===== src/rtl/fpu_dec_pkg.sv =====
// Shared types for the floating-point instruction decoder.
// Assumes a 5-bit single-precision register index made of one bank bit and a 4-bit nibble.
package fpu_dec_pkg;
    localparam int BYTE_W = 8;
    localparam int REG_W  = 5;
    localparam int NIB_W  = REG_W - 1;

    typedef enum logic [1:0] {
        K_NONE  = 2'd0,
        K_EXEC  = 2'd1,
        K_UNIMP = 2'd2,
        K_OFF   = 2'd3
    } kind_e;

    typedef enum logic [2:0] {
        OP_ADD   = 3'd0,
        OP_SUB   = 3'd1,
        OP_MUL   = 3'd2,
        OP_DIV   = 3'd3,
        OP_MADD  = 3'd4,
        OP_MSUB  = 3'd5,
        OP_NMADD = 3'd6,
        OP_NMSUB = 3'd7
    } op_e;

    typedef enum logic [1:0] {
        F_NONE  = 2'd0,
        F_TWO   = 2'd1,
        F_THREE = 2'd2,
        F_IMM   = 2'd3
    } fmt_e;
endpackage


===== src/rtl/fpu_dec_prefix.sv =====
// Classifies the first byte of the window into an instruction format and a length.
// Assumes the three prefix codes are distinct; any other byte is not a floating-point opcode.
module fpu_dec_prefix
    import fpu_dec_pkg::*;
#(
    parameter logic [7:0] PFX_TWO   = 8'hF9,
    parameter logic [7:0] PFX_THREE = 8'hFB,
    parameter logic [7:0] PFX_IMM   = 8'hFE,
    parameter int         LEN_W     = 3,
    parameter int         LEN_TWO   = 3,
    parameter int         LEN_THREE = 4,
    parameter int         LEN_IMM   = 7
) (
    input  logic [BYTE_W-1:0] pfx,
    output fmt_e              fmt,
    output logic [LEN_W-1:0]  len,
    output logic              is_fpu
);
    // Map the prefix byte onto format and byte count.
    always_comb begin
        fmt = F_NONE;
        len = '0;
        unique case (pfx)
            PFX_TWO: begin
                fmt = F_TWO;
                len = LEN_W'(LEN_TWO);
            end
            PFX_THREE: begin
                fmt = F_THREE;
                len = LEN_W'(LEN_THREE);
            end
            PFX_IMM: begin
                fmt = F_IMM;
                len = LEN_W'(LEN_IMM);
            end
            default: ;
        endcase
        is_fpu = (fmt != F_NONE);
    end
endmodule


===== src/rtl/fpu_dec_ops.sv =====
// Decodes the operation byte and register bytes for a known format into kind, op and indices.
// Assumes the format is already resolved; the disabled check overrides all operation decoding.
module fpu_dec_ops
    import fpu_dec_pkg::*;
(
    input  fmt_e              fmt,
    input  logic              fpu_en,
    input  logic [BYTE_W-1:0] b1,
    input  logic [BYTE_W-1:0] b2,
    input  logic [BYTE_W-1:0] b3,
    output kind_e             kind,
    output op_e               op,
    output logic [REG_W-1:0]  src_a,
    output logic [REG_W-1:0]  src_b,
    output logic [REG_W-1:0]  src_c,
    output logic [REG_W-1:0]  dst,
    output logic              imm_sel
);
    logic             basic_op;   // byte 1 names add/sub/mul/div with bank bits in 1:0
    logic             three_op;   // byte 1 is an exact three-register single code
    logic             fused_op;   // byte 1 is in the fused family
    logic [REG_W-1:0] fld1;
    logic [REG_W-1:0] fld2;

    // Recognise the operation byte families.
    always_comb begin
        basic_op = (b1[7:5] == 3'b011) && !b1[3];
        three_op = basic_op && (b1[1:0] == 2'b00) && !b3[0];
        fused_op = (b1[7:5] == 3'b100) && !b1[3];
        fld1     = {b3[3], b2[7:4]};
        fld2     = {b3[2], b2[3:0]};
    end

    // Build the dispatch fields for the selected format.
    always_comb begin
        kind    = K_NONE;
        op      = OP_ADD;
        src_a   = '0;
        src_b   = '0;
        src_c   = '0;
        dst     = '0;
        imm_sel = 1'b0;
        if (fmt != F_NONE) begin
            if (!fpu_en) begin
                kind = K_OFF;
            end else begin
                kind = K_UNIMP;
                unique case (fmt)
                    F_TWO, F_IMM: begin
                        if (basic_op) begin
                            kind = K_EXEC;
                            op   = op_e'({1'b0, b1[4], b1[2]});
                            dst  = {b1[0], b2[3:0]};
                            if (fmt == F_TWO) begin
                                src_a = {b1[0], b2[3:0]};
                                src_b = {b1[1], b2[7:4]};
                            end else begin
                                src_a   = {b1[1], b2[7:4]};
                                imm_sel = 1'b1;
                            end
                        end
                    end
                    F_THREE: begin
                        if (three_op) begin
                            kind  = K_EXEC;
                            op    = op_e'({1'b0, b1[4], b1[2]});
                            src_a = b1[2] ? fld2 : fld1;
                            src_b = b1[2] ? fld1 : fld2;
                            dst   = {b3[1], b3[7:4]};
                        end else if (fused_op) begin
                            kind  = K_EXEC;
                            op    = op_e'({1'b1, b1[4], b1[2]});
                            src_a = fld1;
                            src_b = fld2;
                            src_c = {b3[1], b3[7:4]};
                            dst   = {b3[0], b1[1:0], {(REG_W-3){1'b0}}};
                        end
                    end
                    default: ;
                endcase
            end
        end
    end
endmodule


===== src/rtl/fpu_dec_imm.sv =====
// Gathers the immediate from consecutive window bytes, least significant byte first.
// Assumes the immediate fits inside the window after its first byte.
module fpu_dec_imm
    import fpu_dec_pkg::*;
#(
    parameter int WIN_BYTES = 7,
    parameter int IMM_W     = 32,
    parameter int FIRST     = 3
) (
    input  logic [WIN_BYTES*BYTE_W-1:0] win,
    output logic [IMM_W-1:0]            imm
);
    localparam int IMM_BYTES = IMM_W / BYTE_W;

    // One byte lane per immediate byte.
    for (genvar k = 0; k < IMM_BYTES; k++) begin : g_lane
        assign imm[k*BYTE_W +: BYTE_W] = win[(FIRST+k)*BYTE_W +: BYTE_W];
    end
endmodule


===== src/rtl/fpu_dec_top.sv =====
// Floating-point instruction decoder: registers one dispatch record per valid window.
// Assumes byte 0 of the window is the opcode prefix and the window always covers the longest form.
module fpu_dec_top
    import fpu_dec_pkg::*;
#(
    parameter int IMM_W     = 32,
    parameter int WIN_BYTES = 7
) (
    input  logic                        clk,
    input  logic                        rst_n,
    input  logic                        in_valid,
    input  logic [WIN_BYTES*BYTE_W-1:0] in_win,
    input  logic                        fpu_en,
    output logic                        out_valid,
    output logic [1:0]                  out_kind,
    output logic [2:0]                  out_op,
    output logic [2:0]                  out_len,
    output logic [REG_W-1:0]            out_src_a,
    output logic [REG_W-1:0]            out_src_b,
    output logic [REG_W-1:0]            out_src_c,
    output logic [REG_W-1:0]            out_dst,
    output logic                        out_imm_sel,
    output logic [IMM_W-1:0]            out_imm
);
    localparam int IMM_BYTES = IMM_W / BYTE_W;
    localparam int LEN_TWO   = 3;
    localparam int LEN_THREE = 4;
    localparam int LEN_IMM   = 3 + IMM_BYTES;
    localparam int LEN_W     = 3;

    fmt_e             fmt;
    logic [LEN_W-1:0] len_d;
    logic             is_fpu;
    kind_e            kind_d;
    op_e              op_d;
    logic [REG_W-1:0] a_d, b_d, c_d, dst_d;
    logic             sel_d;
    logic [IMM_W-1:0] imm_raw;

    fpu_dec_prefix #(
        .LEN_W    (LEN_W),
        .LEN_TWO  (LEN_TWO),
        .LEN_THREE(LEN_THREE),
        .LEN_IMM  (LEN_IMM)
    ) i_prefix (
        .pfx   (in_win[0 +: BYTE_W]),
        .fmt   (fmt),
        .len   (len_d),
        .is_fpu(is_fpu)
    );

    fpu_dec_ops i_ops (
        .fmt    (fmt),
        .fpu_en (fpu_en),
        .b1     (in_win[1*BYTE_W +: BYTE_W]),
        .b2     (in_win[2*BYTE_W +: BYTE_W]),
        .b3     (in_win[3*BYTE_W +: BYTE_W]),
        .kind   (kind_d),
        .op     (op_d),
        .src_a  (a_d),
        .src_b  (b_d),
        .src_c  (c_d),
        .dst    (dst_d),
        .imm_sel(sel_d)
    );

    fpu_dec_imm #(
        .WIN_BYTES(WIN_BYTES),
        .IMM_W    (IMM_W),
        .FIRST    (3)
    ) i_imm (
        .win(in_win),
        .imm(imm_raw)
    );

    // Capture the record for a valid window; hold it otherwise.
    always_ff @(posedge clk) begin
        if (!rst_n) begin
            out_valid   <= 1'b0;
            out_kind    <= '0;
            out_op      <= '0;
            out_len     <= '0;
            out_src_a   <= '0;
            out_src_b   <= '0;
            out_src_c   <= '0;
            out_dst     <= '0;
            out_imm_sel <= 1'b0;
            out_imm     <= '0;
        end else begin
            out_valid <= in_valid;
            if (in_valid) begin
                out_kind    <= kind_d;
                out_op      <= op_d;
                out_len     <= len_d;
                out_src_a   <= a_d;
                out_src_b   <= b_d;
                out_src_c   <= c_d;
                out_dst     <= dst_d;
                out_imm_sel <= sel_d;
                out_imm     <= sel_d ? imm_raw : '0;
            end
        end
    end

    // a disabled unit wins over every other outcome.
    a_r1_off_wins: assert property (@(posedge clk) disable iff (!rst_n)
        (in_valid && !fpu_en && is_fpu) |=> (out_valid && out_kind == K_OFF));

    // foreign prefixes give no kind and no length.
    a_r2_foreign_empty: assert property (@(posedge clk) disable iff (!rst_n)
        (in_valid && !is_fpu) |=> (out_kind == K_NONE && out_len == '0));

    // non-executing records carry no operands.
    a_r8_trap_clean: assert property (@(posedge clk) disable iff (!rst_n)
        (out_kind != K_EXEC) |-> (out_op == '0 && out_src_a == '0 && out_src_b == '0
                                  && out_src_c == '0 && out_dst == '0 && !out_imm_sel
                                  && out_imm == '0));

    // the immediate appears only on a seven-byte executing record.
    a_r6_imm_long: assert property (@(posedge clk) disable iff (!rst_n)
        out_imm_sel |-> (out_kind == K_EXEC && out_len == LEN_W'(LEN_IMM)));

    // the third source is used by the fused family only.
    a_r5_c_fused_only: assert property (@(posedge clk) disable iff (!rst_n)
        (out_kind == K_EXEC && !out_op[2]) |-> (out_src_c == '0));

    // no valid input means no record and unchanged fields.
    a_r9_hold: assert property (@(posedge clk) disable iff (!rst_n)
        !in_valid |=> (!out_valid && $stable(out_kind) && $stable(out_dst)
                       && $stable(out_len)));
endmodule


===== config.mk =====
export PLATFORM = sky130hd
export DESIGN_NAME = fpu_dec_top
export DESIGN_NICKNAME = d
export VERILOG_FILES = /design/src/rtl/fpu_dec_pkg.sv /design/src/rtl/fpu_dec_prefix.sv /design/src/rtl/fpu_dec_ops.sv /design/src/rtl/fpu_dec_imm.sv /design/src/rtl/fpu_dec_top.sv
export SDC_FILE = /design/constraint.sdc
export NUM_CORES = 1
export LEC_CHECK = 0
export CAP_MARGIN = 5
export CORE_MARGIN = 5
export CORE_UTILIZATION = 40
export DETAILED_ROUTE_END_ITERATION = 16
export DONT_BUFFER_PORTS = 1
export MAX_ROUTING_LAYER = met4
export SKIP_CTS_REPAIR_TIMING = 1
export SLEW_MARGIN = 0
export SYNTH_ARGS = -nofsm -noshare
export SYNTH_HDL_FRONTEND = slang
export SYNTH_SLANG_ARGS = --single-unit

===== constraint.sdc =====
create_clock -name clk -period 4.7 [get_ports clk]
set_clock_uncertainty 0.05 [all_clocks]
set_input_delay 0.94 -clock clk [delete_from_list [all_inputs] [get_ports clk]]
set_output_delay 0.94 -clock clk [all_outputs]
set_load 0.005 [all_outputs]

==> flow_summary.json <==
{
  "cp.arrival_ps": 2710,
  "internal_power_uw": 943,
  "r2r_slack_ps": 3780,
  "clk_pin_slew_ps": 80,
  "cp.depth": 5,
  "synth_edf_count": 0,
  "path_common_cell": "nor3_1",
  "tritoncts": "built",
  "slew_violations": 0,
  "max_slew_margin_pct": 17.9,
  "vias_per_cell": 5.79,
  "hp-class": "reg -> reg",
  "start_util_pct": 41.7,
  "drtIter0Drc": 98,
  "synthCells": 273,
  "p_seq_share_pct": 43.9,
  "synth.distinct_cells": 47,
  "port_buffers": 0,
  "synth_nets": 333,
  "nets": 326,
  "htree_levels": 3,
  "fmax_ghz": 0.403,
  "synth_area_leaders": "dfxtp_1 43%, a22oi_2 13%, nor2b_2 8.9%",
  "row_count": 30,
  "switchingPower_uw": 236,
  "clock-sinks": 61,
  "avgSynthCellArea_um2": 10.5,
  "die_w_um": 94.7,
  "path_cells": "inv_2 > nor3_1 > nand3_1 > nor3_1 > a221o_1",
  "yosysTopAreaCellShare_pct": 42.6,
  "cts_made_buffers": 9,
  "drive_gt1_share_pct": 31.0,
  "yosysSeqAreaShare_pct": 42.6,
  "worstPathRequired_ps": 4930,
  "finalHoldViolations": 0,
  "power_density_nw_per_um2": 375,
  "antennaDiodeCount": 0,
  "grt_antenna_before_repair": 0,
  "leakage_uw": 0.000954,
  "swShare_pct": 20.0,
  "hpwl_mm": 5.35,
  "crit_buf_inv": 1,
  "ys_seq_elements": 61,
  "ir_worst_vdd_mv": 0.177,
  "overflow": 0,
  "r2r_start": "out_src_a[1]$_SDFFE_PN0P_",
  "io_pins": 122,
  "final.fill_count": 647,
  "drc_errors": 0,
  "die-area_um2": 8960,
  "combinationalPowerShare_pct": 3.3,
  "routedWlPerCell_um": 20.1,
  "slowest_delay_ps": 520,
  "fin_crit_sh_pct": 52.8,
  "cp-endpoint": "out_src_b[3]$_SDFFE_PN0P_",
  "crit_type": "in -> reg",
  "slowest_stage": "nor3_1",
  "maxCapViolations": 0,
  "ant_nets": 0,
  "grt_usage_pct": 17.3,
  "worstReg2RegEnd": "out_src_a[1]$_SDFFE_PN0P_",
  "startpoint_type": "primary input",
  "outcome": "complete, no violations",
  "final_common_cell": "dfxtp_1",
  "grt_max_degree": 49,
  "p_clk_share_pct": 52.8,
  "fin_tns_setup_ps": 0,
  "fin_crit_ps": 2480,
  "drt-pass1-iter-count": 4,
  "place.gp.congestion": 0.856,
  "finalSetupViolCount": 0,
  "crit_fanout": 46,
  "synth_top_area_cell": "dfxtp_1",
  "worstMarginPinSlew_ps": 1230,
  "grt_pass1_vias": 2187,
  "core_area_um2": 6870,
  "setup_slack_ps": 2220,
  "cp_top_family": "simple AND/OR/NAND/NOR gates",
  "rsz0062_at_grt": "no",
  "drt_wl_total_mm": 7.37,
  "grt_pass1_wl_mm": 11.5,
  "cts-root-buf": "clkbuf_8",
  "async_flop_share_pct": 0,
  "layout_common_cells": "61 x dfxtp_1, 29 x a22oi_2, 29 x nor2b_2",
  "cts_buffer_depth": 2,
  "ys.flop_type": "dfxtp_1",
  "regArea_um2": 1220,
  "end_kind": "flop",
  "via_count": 2125,
  "pre_cts_ws_ps": 1900,
  "clk_latency_ps": 330,
  "netlist_area_um2": 2870,
  "multi_input_area_um2": 1520,
  "rr_worst_depth": 2,
  "fp.dieH_um": 94.7,
  "area_delta_synth_final_pct": 9.73,
  "worstSetupStartpoint": "in_valid",
  "yosysWarnings": 0
}
## worst register-to-register path: cells and delay by family (launching register included)
kind               cells  cell delay, ps
DFF                    1             330
and+or+nand+nor        1              80
AOI/OAI and AO/OA      1             350
## final cells by class
type	instances	area share, %
Multi-Input combinational cell	190	48.2
Clock inverter	7	4.61
Inverter	3	0.358
Clock buffer	9	3.94
Sequential cell	61	38.8
Tap cell	96	3.82
Timing Repair Buffer	1	0.239
## synth_stat cells, types with 2 or more instances
cell,count
a22oi_2,29
and4_1,2
nand3_1,3
buf_6,4
nor2_1,17
nor2b_2,29
a32o_1,2
clkbuf_1,8
inv_1,2
mux2i_1,3
nor3_1,8
a221o_1,5
buf_4,3
a22oi_1,17
a21oi_1,6
mux2_2,2
a222oi_1,2
buf_2,4
a22o_1,3
nor2b_1,15
dfxtp_1,61
o21ai_1,5
o211ai_1,2
nand2_1,12
a211o_1,3
a32oi_1,5
## power by group through the flow
| stage | Sequential, µW | Clock [µW] | Combinational [µW] |
|---|---|---|---|
| after floorplan | 529 | 0 | 39.5 |
| after global placement | 530 | 0 | 39.2 |
| after detailed placement | 530 | 0 | 39.2 |
| after CTS | 517 | 644 | 39.3 |
| after global routing | 517 | 665 | 41.6 |
| final | 518 | 623 | 38.8 |
## per-layer routing
layer / track usage (%) / vias up / share of wire [%] / wire (µm)
met2: 25.7 / 115 / 45 / 3300
met3: 10.2 / 11 / 14 / 1060
li1: - / 1010 / - / -
met5: - / - / 0 / 0
met1: 19.6 / 989 / 39 / 2880
met4: 5.53 / 0 / 1.9 / 137
## metrics by stage
stage          instance area, µm²  hold slack, ps  power [µW]  instances  util [%]
6_report                     3150             424        1180        367      45.8
5_1_grt                      3150             462        1220        367      45.8
4_1_cts                      3150             424        1200        367      45.8
3_5_place_dp                 2880             408         569        351      41.9
3_3_place_gp                 2880             414         569        351      41.9
2_1_floorplan                2870             385         569        273         -
## sequential cells by signal, indices dropped and copies added, names as in the netlist
signal       count
out_src_a        5
out_valid        1
out_dst          5
out_src_c        5
out_imm_sel      1
out_op           3
out_imm         32
out_len          2
out_kind         2
out_src_b        5
## cell families after synthesis
group           synth area share [%]
simple gates                    24.0
compound gates                  26.8
flops                           42.6
buf+inv                         4.49
mux                             1.83
xor+xnor                       0.305
## worst min path at each step
stage	end	cells after the start	from	slack, ps
2_1_floorplan	out_kind[0]$_SDFFE_PN0P_	2	out_kind[0]$_SDFFE_PN0P_	380
3_3_place_gp	out_dst[3]$_SDFFE_PN0P_	2	out_dst[3]$_SDFFE_PN0P_	410
3_5_place_dp	out_kind[0]$_SDFFE_PN0P_	2	out_kind[0]$_SDFFE_PN0P_	410
4_1_cts	out_kind[0]$_SDFFE_PN0P_	2	out_kind[0]$_SDFFE_PN0P_	420
5_1_grt	out_dst[2]$_SDFFE_PN0P_	2	out_dst[2]$_SDFFE_PN0P_	460
6_report	out_kind[0]$_SDFFE_PN0P_	2	out_kind[0]$_SDFFE_PN0P_	420
No activity file was read; power rests on OpenSTA's default activity.
